--- src/rtl/postedColPkg.sv ---
package postedColPkg;
  parameter int BANK_W = 2;
  parameter int COL_W  = 10;
  parameter int AL_W   = 3;
  parameter int CL_W   = 3;
  parameter int MRS_W  = 14;

  // position of the latency field and of the one writable bit of the select-10 register
  localparam int AL_LSB     = 3;
  localparam int HITEMP_BIT = 7;

  typedef enum logic [1:0] {
    SEL_BASE  = 2'b00,
    SEL_EXT1  = 2'b01,
    SEL_EXT2  = 2'b10,
    SEL_EXT3  = 2'b11
  } mrSel_e;

  typedef struct packed {
    logic              valid;
    logic              isWrite;
    logic [BANK_W-1:0] bank;
    logic [COL_W-1:0]  col;
  } colCmd_t;

  typedef struct packed {
    logic            push;
    logic [AL_W-1:0] delay;
    logic [CL_W-1:0] cl;
    logic            dataEn;
  } ctlStrobe_t;
endpackage

--- src/rtl/alCtl.sv ---
module alCtl import postedColPkg::*; #(
  parameter int MAX_AL = 4,
  parameter int MIN_CL = 3,
  parameter int MAX_CL = 6
) (
  input  logic             clk,
  input  logic             rstN,
  input  logic             cmdValid,
  input  logic             mrsValid,
  input  logic [1:0]       mrsSel,
  input  logic [MRS_W-1:0] mrsData,
  input  logic [CL_W-1:0]  casLat,
  input  logic             slotClash,
  output ctlStrobe_t       strobe,
  output logic             cfgError
);
  localparam logic [MRS_W-1:0] EXT2_OK = MRS_W'(1) << HITEMP_BIT;

  logic [AL_W-1:0] alReg;
  logic [AL_W-1:0] alCode;
  logic            alBad;
  logic            ext2Bad;
  logic            clOk;
  logic            loadAl;
  logic            mrsErr;
  logic            cmdErr;
  mrSel_e          sel;

  always_comb begin
    sel     = mrSel_e'(mrsSel);
    alCode  = mrsData[AL_LSB +: AL_W];
    alBad   = int'(alCode) > MAX_AL;
    ext2Bad = (mrsData & ~EXT2_OK) != '0;
    clOk    = (int'(casLat) >= MIN_CL) && (int'(casLat) <= MAX_CL);
    loadAl  = mrsValid && (sel == SEL_EXT1) && !alBad;
    mrsErr  = mrsValid && (((sel == SEL_EXT1) && alBad) ||
                           ((sel == SEL_EXT2) && ext2Bad));
    cmdErr  = cmdValid && !clOk;
  end

  always_ff @(posedge clk or negedge rstN) begin
    if (!rstN) begin
      alReg    <= '0;
      cfgError <= 1'b0;
    end else begin
      if (loadAl) alReg <= alCode;
      if (mrsErr || cmdErr || slotClash) cfgError <= 1'b1;
    end
  end

  assign strobe = '{push: cmdValid, delay: alReg, cl: casLat, dataEn: clOk};
endmodule

--- src/rtl/alPipe.sv ---
module alPipe import postedColPkg::*; #(
  parameter int MAX_AL = 4,
  parameter int MAX_CL = 6
) (
  input  logic       clk,
  input  logic       rstN,
  input  ctlStrobe_t strobe,
  input  colCmd_t    cmdIn,
  output colCmd_t    issue,
  output logic       rdValid,
  output logic       wrCapture,
  output logic       slotClash
);
  localparam int SLOTS = (MAX_AL > 1) ? MAX_AL : 2;
  localparam int SL_W  = $clog2(SLOTS);
  localparam int SPAN  = MAX_AL + MAX_CL;
  localparam int IX_W  = $clog2(SPAN);

  colCmd_t          slot    [SLOTS];
  colCmd_t          slotNxt [SLOTS];
  logic [SPAN-1:0]  rdSh, wrSh, rdNxt, wrNxt;
  logic [SL_W-1:0]  slotIx;
  logic [IX_W-1:0]  rdIx, wrIx;
  logic             pushNow;

  always_comb begin
    slotClash = 1'b0;
    for (int i = 0; i < SLOTS - 1; i++) slotNxt[i] = slot[i + 1];
    slotNxt[SLOTS-1] = '0;
    issue  = slot[0];
    slotIx = SL_W'(strobe.delay - 1'b1);
    if (strobe.push) begin
      if (strobe.delay == '0) begin
        if (slot[0].valid) slotClash = 1'b1;
        else               issue     = cmdIn;
      end else if (slotNxt[slotIx].valid) begin
        slotClash = 1'b1;
      end else begin
        slotNxt[slotIx] = cmdIn;
      end
    end
    pushNow = strobe.push && !slotClash;

    rdNxt = rdSh >> 1;
    wrNxt = wrSh >> 1;
    rdIx  = IX_W'(int'(strobe.delay) + int'(strobe.cl) - 1);
    wrIx  = IX_W'(int'(strobe.delay) + int'(strobe.cl) - 2);
    if (pushNow && strobe.dataEn) begin
      if (cmdIn.isWrite) wrNxt[wrIx] = 1'b1;
      else               rdNxt[rdIx] = 1'b1;
    end
  end

  always_ff @(posedge clk or negedge rstN) begin
    if (!rstN) begin
      for (int i = 0; i < SLOTS; i++) slot[i] <= '0;
      rdSh <= '0;
      wrSh <= '0;
    end else begin
      for (int i = 0; i < SLOTS; i++) slot[i] <= slotNxt[i];
      rdSh <= rdNxt;
      wrSh <= wrNxt;
    end
  end

  assign rdValid   = rdSh[0];
  assign wrCapture = wrSh[0];
endmodule

--- src/rtl/postedColSched.sv ---
module postedColSched import postedColPkg::*; #(
  parameter int MAX_AL = 4,
  parameter int MIN_CL = 3,
  parameter int MAX_CL = 6
) (
  input  logic              clk,
  input  logic              rstN,
  input  logic              cmdValid,
  input  logic              cmdIsWrite,
  input  logic [BANK_W-1:0] cmdBank,
  input  logic [COL_W-1:0]  cmdCol,
  input  logic              mrsValid,
  input  logic [1:0]        mrsSel,
  input  logic [MRS_W-1:0]  mrsData,
  input  logic [CL_W-1:0]   casLat,
  output logic              issueValid,
  output logic              issueIsWrite,
  output logic [BANK_W-1:0] issueBank,
  output logic [COL_W-1:0]  issueCol,
  output logic              rdValid,
  output logic              wrCapture,
  output logic              cfgError
);
  ctlStrobe_t strobe;
  colCmd_t    cmdIn;
  colCmd_t    issue;
  logic       slotClash;

  assign cmdIn = '{valid: cmdValid, isWrite: cmdIsWrite, bank: cmdBank, col: cmdCol};

  alCtl #(.MAX_AL(MAX_AL), .MIN_CL(MIN_CL), .MAX_CL(MAX_CL)) ctl_i (
    .clk(clk), .rstN(rstN), .cmdValid(cmdValid), .mrsValid(mrsValid),
    .mrsSel(mrsSel), .mrsData(mrsData), .casLat(casLat),
    .slotClash(slotClash), .strobe(strobe), .cfgError(cfgError)
  );

  alPipe #(.MAX_AL(MAX_AL), .MAX_CL(MAX_CL)) pipe_i (
    .clk(clk), .rstN(rstN), .strobe(strobe), .cmdIn(cmdIn), .issue(issue),
    .rdValid(rdValid), .wrCapture(wrCapture), .slotClash(slotClash)
  );

  assign issueValid   = issue.valid;
  assign issueIsWrite = issue.isWrite;
  assign issueBank    = issue.bank;
  assign issueCol     = issue.col;
endmodule

--- config.mk ---
export PLATFORM = sky130hd
export DESIGN_NAME = postedColSched
export DESIGN_NICKNAME = d
export VERILOG_FILES = /design/src/rtl/postedColPkg.sv /design/src/rtl/alCtl.sv /design/src/rtl/alPipe.sv /design/src/rtl/postedColSched.sv
export SDC_FILE = /design/constraint.sdc
export NUM_CORES = 1
export LEC_CHECK = 0
export BUFFER_PORTS_ARGS = -buffer_cell sky130_fd_sc_hd__buf_2
export CAP_MARGIN = 25
export CORE_ASPECT_RATIO = 1.25
export CORE_MARGIN = 10
export CORE_UTILIZATION = 55
export CTS_CLUSTER_DIAMETER = 80
export DETAILED_ROUTE_END_ITERATION = 8
export GPL_ROUTABILITY_DRIVEN = 0
export PLACE_DENSITY = 0.77
export SLEW_MARGIN = 40
export SYNTH_ARGS = -nofsm -noshare
export SYNTH_HDL_FRONTEND = slang
export SYNTH_HIERARCHICAL = 1
export SYNTH_SLANG_ARGS = --single-unit
--- constraint.sdc ---
create_clock -name clk -period 3.3 [get_ports clk]
set_input_delay 0 -clock clk [delete_from_list [all_inputs] [get_ports clk]]
set_output_delay 0 -clock clk [all_outputs]
set_load 0.02 [all_outputs]
==> results.md <==
* Met2 WL at approximately 3500 um
* Max_cap viols at 0
* Clock Tree Root: clkbuf_8
* Post-Synthesis Mean Instance Area at roughly 13 sq um
* CTS clk-pin slew, worst paths at roughly 80 ps
* Number of distinct library cells after synthesis at 35
* Static Leak at approximately 0.0023 uW
* Worst VDD drop at approximately 0.45 mV
* Residual DRC count at 0
* CP max FO at 14
* Final min period at approximately 2900 ps
* Dpl hpwl at about 4600 um
* Crit. End Element: register
* Number of max-slew violations in the final report at 0
* Crit path arrival time at 3140 ps
* Fin area at about 4300 sq um
* Slew at the pin closest to its max-slew limit at ~700 ps
* Worst hold slack at roughly 30 ps
* Cell Area, Synth at around 3500 sq um
* Max layer used: met4
* Sequential-to-total area share from yosys stat at between 50% and 60%
* All-layer global routing usage at ~15%
* P&R area growth vs syn at 22.20%
* Gr ovfl total at 0
* Routed wl met3 at 298 um
* Starting Density at between 50 and 60%
* Post-cts resize count at 0
* Top post-synthesis cells by area: dfrtp_1 57%, mux2_2 18%, a41o_1 4.0%
* Share of cells above drive strength 1 at a little under 40%
* Status: complete, no violations
* Max Root-Sink Buffers at 2
* Vias at about 2300
* Cells after synthesis at approximately 260
* Hold Path Class: in2reg
* Post-Route WL at around 7000 um
* Number of warning messages in the yosys log at 6
* Row count at 32
* TNS Setup at 0 ps
* Pwr Density at ~650 nW/um^2
* Unrepaired setup endpoints after global routing: false
* # setup viols final at 0
* Placeable Area at about 6200 sq um
* Top-area cell type share of the netlist area at a little under three fifths
* Number of port buffers at between 50 and 60
* Clock sink count at 80
* H-tree Lvls at 3
* Cts bufs inserted at 9
* Initial antenna violation count at 0
* Required time worst endpoint at 3540 ps
* Diodes inserted at 0
* NumNets Final at 386
* Post-synthesis net count at 309
* Post-DP Area at 3862 sq um
* R2R Setup Slk at roughly 400 ps
* Num ports at 53
* Routed Antenna Nets at 0
* Width of the chip at a little over 90 um
* Post-synth ARST share at between 90% and 100%
* Crit path launch type: register
* First-pass GRT wire length at roughly 12000 um
* CP Class: reg2reg
* Vias in the first global route at roughly 2500
* Die height at 109.6 um
* Fin. Hold Viols at 0
* Metal-1 WL at ~3000 um
* Number of fill cells in the layout at roughly 430
* Pin count of the biggest net entering global routing at 81
* Area leader, netlist: dfrtp_1
* CTS tree: done
* Number of flops mapped to enable cells by yosys at 0
* Worst-Skew Late Latency at 360 ps
* Wire per inst at between 15 and 20 um
* F_max at 344.9 MHz
* Skew final at 8.128 ps
* Slew HR at 53.46%
* Final period utilization at roughly 88%
* Router iterations before antenna repair at 4
* Drt initial violations at a little over 100
* Die Area at about 10000 sq um
* Vias per inst at around 5.4
* Synthesized flop and latch total at 80
* Synth Flop Type: dfrtp_1
Yosys cell counts (2+ instances only):
cell	instances
a41o_1	14
and2_1	14
nor4_1	3
o41ai_1	5
a21oi_1	2
mux2_2	56
and3_1	2
nor2_1	13
xnor2_1	3
buf_4	8
ha_1	9
xor2_1	3
o21ai_1	2
clkbuf_1	5
dfrtp_1	80
o21ai_0	2
nand2_1	3
mux2_4	2
nand4_1	3
nand3b_1	2
nor3_1	3
inv_1	13
nand3_1	4
where the power goes:
part	leakage, uW	switching, uW	total (uW)	internal, uW
combinational	0.00111	454	813	359
sequential	0.00108	57.2	1190	1140
clock	0.000104	380	813	433
kinds of logic after synthesis:
family,count (synthesis),synth area share (%)
and+or+nand+nor,52,8.227
xor gates and xnor gates,6,1.490
buffers and inverters,27,3.759
adders and majority gates,10,3.759
AOI/OAI and AO/OA,30,7.305
DFF,80,56.74
muxes,58,18.72
per-layer routing:
layer,track usage (%),vias to the layer above
li1,-,1093
met1,17.09,1155
met2,24.77,52
met3,4.638,17
met4,8.184,0
met5,0,-
layout make-up:
type | count | area, sq um | area share (%)
clock buffers | 9 | 123.9 | 2.873
multi-input cells | 156 | 1399 | 32.44
well taps | 85 | 106.4 | 2.467
flip-flops and latches | 80 | 2002 | 46.43
repair buffers | 80 | 529.3 | 12.28
inverters | 13 | 48.80 | 1.132
clock inverters | 7 | 102.6 | 2.380
critical path, cell delays in order (launching register included):
cell	delay (ps)
dfrtp_1	490
inv_1	100
ha_1	300
nor2b_1	50
a222oi_1	320
clkbuf_2	200
or2_2	290
nor2_1	70
nor2_1	100
o21ai_0	80
a211o_1	230
dlygate4sd3_1	560
worst paths after layout:
path	end	start	cells past startpoint
min	ctl_i/alReg[2]	mrsSel[0]	4
max in group asynchronous	pipe_i/rdSh[6]	rstN	2
min in group asynchronous	ctl_i/alReg[1]	rstN	2
max	ctl_i/cfgError	ctl_i/alReg[1]	11
max reg2reg	ctl_i/cfgError	ctl_i/alReg[1]	11
min reg2reg	pipe_i/wrSh[7]	pipe_i/wrSh[8]	2
metrics by stage:
stage / total power, uW / utilization [%] / instances / worst slack, ps
after floorplan: 1756 / - / 263 / 721.9
after global placement: 1975 / 62.18 / 391 / 667.2
after detailed placement: 1998 / 62.24 / 391 / 585.1
after CTS: 2836 / 69.27 / 428 / 140.4
after global routing: 2986 / 69.48 / 430 / 181.9
final: 2818 / 69.48 / 430 / 400.8
state kept, by name (all words and copies together), names as in the netlist:
name            flops
pipe_i/slot        56
pipe_i/wrSh        10
pipe_i/rdSh        10
ctl_i/cfgError      1
ctl_i/alReg         3
layout by cell type (no fill, tap or decap), types with 4 or more instances in the layout:
cell type | netlist | routed
nor2_1 | 13 | 13
o41ai_1 | 5 | 5
nand3_1 | 4 | 4
a41o_1 | 14 | 14
and2_1 | 14 | 14
dlygate4sd3_1 | 0 | 21
ha_1 | 9 | 9
buf_2 | 1 | 50
dfrtp_1 | 80 | 80
clkbuf_8 | 0 | 9
inv_1 | 13 | 13
mux2_2 | 56 | 56
buf_4 | 8 | 7
what timing repair did:
| action | 4_1_cts | 5_1_grt |
|---|---|---|
| endpoints found under the setup margin | 0 | 1 |
| buffers inserted | 0 | 1 |
| hold endpoints to repair | 136 | 0 |
| hold buffers | 21 | 0 |
No activity file was read; power rests on OpenSTA's default activity.
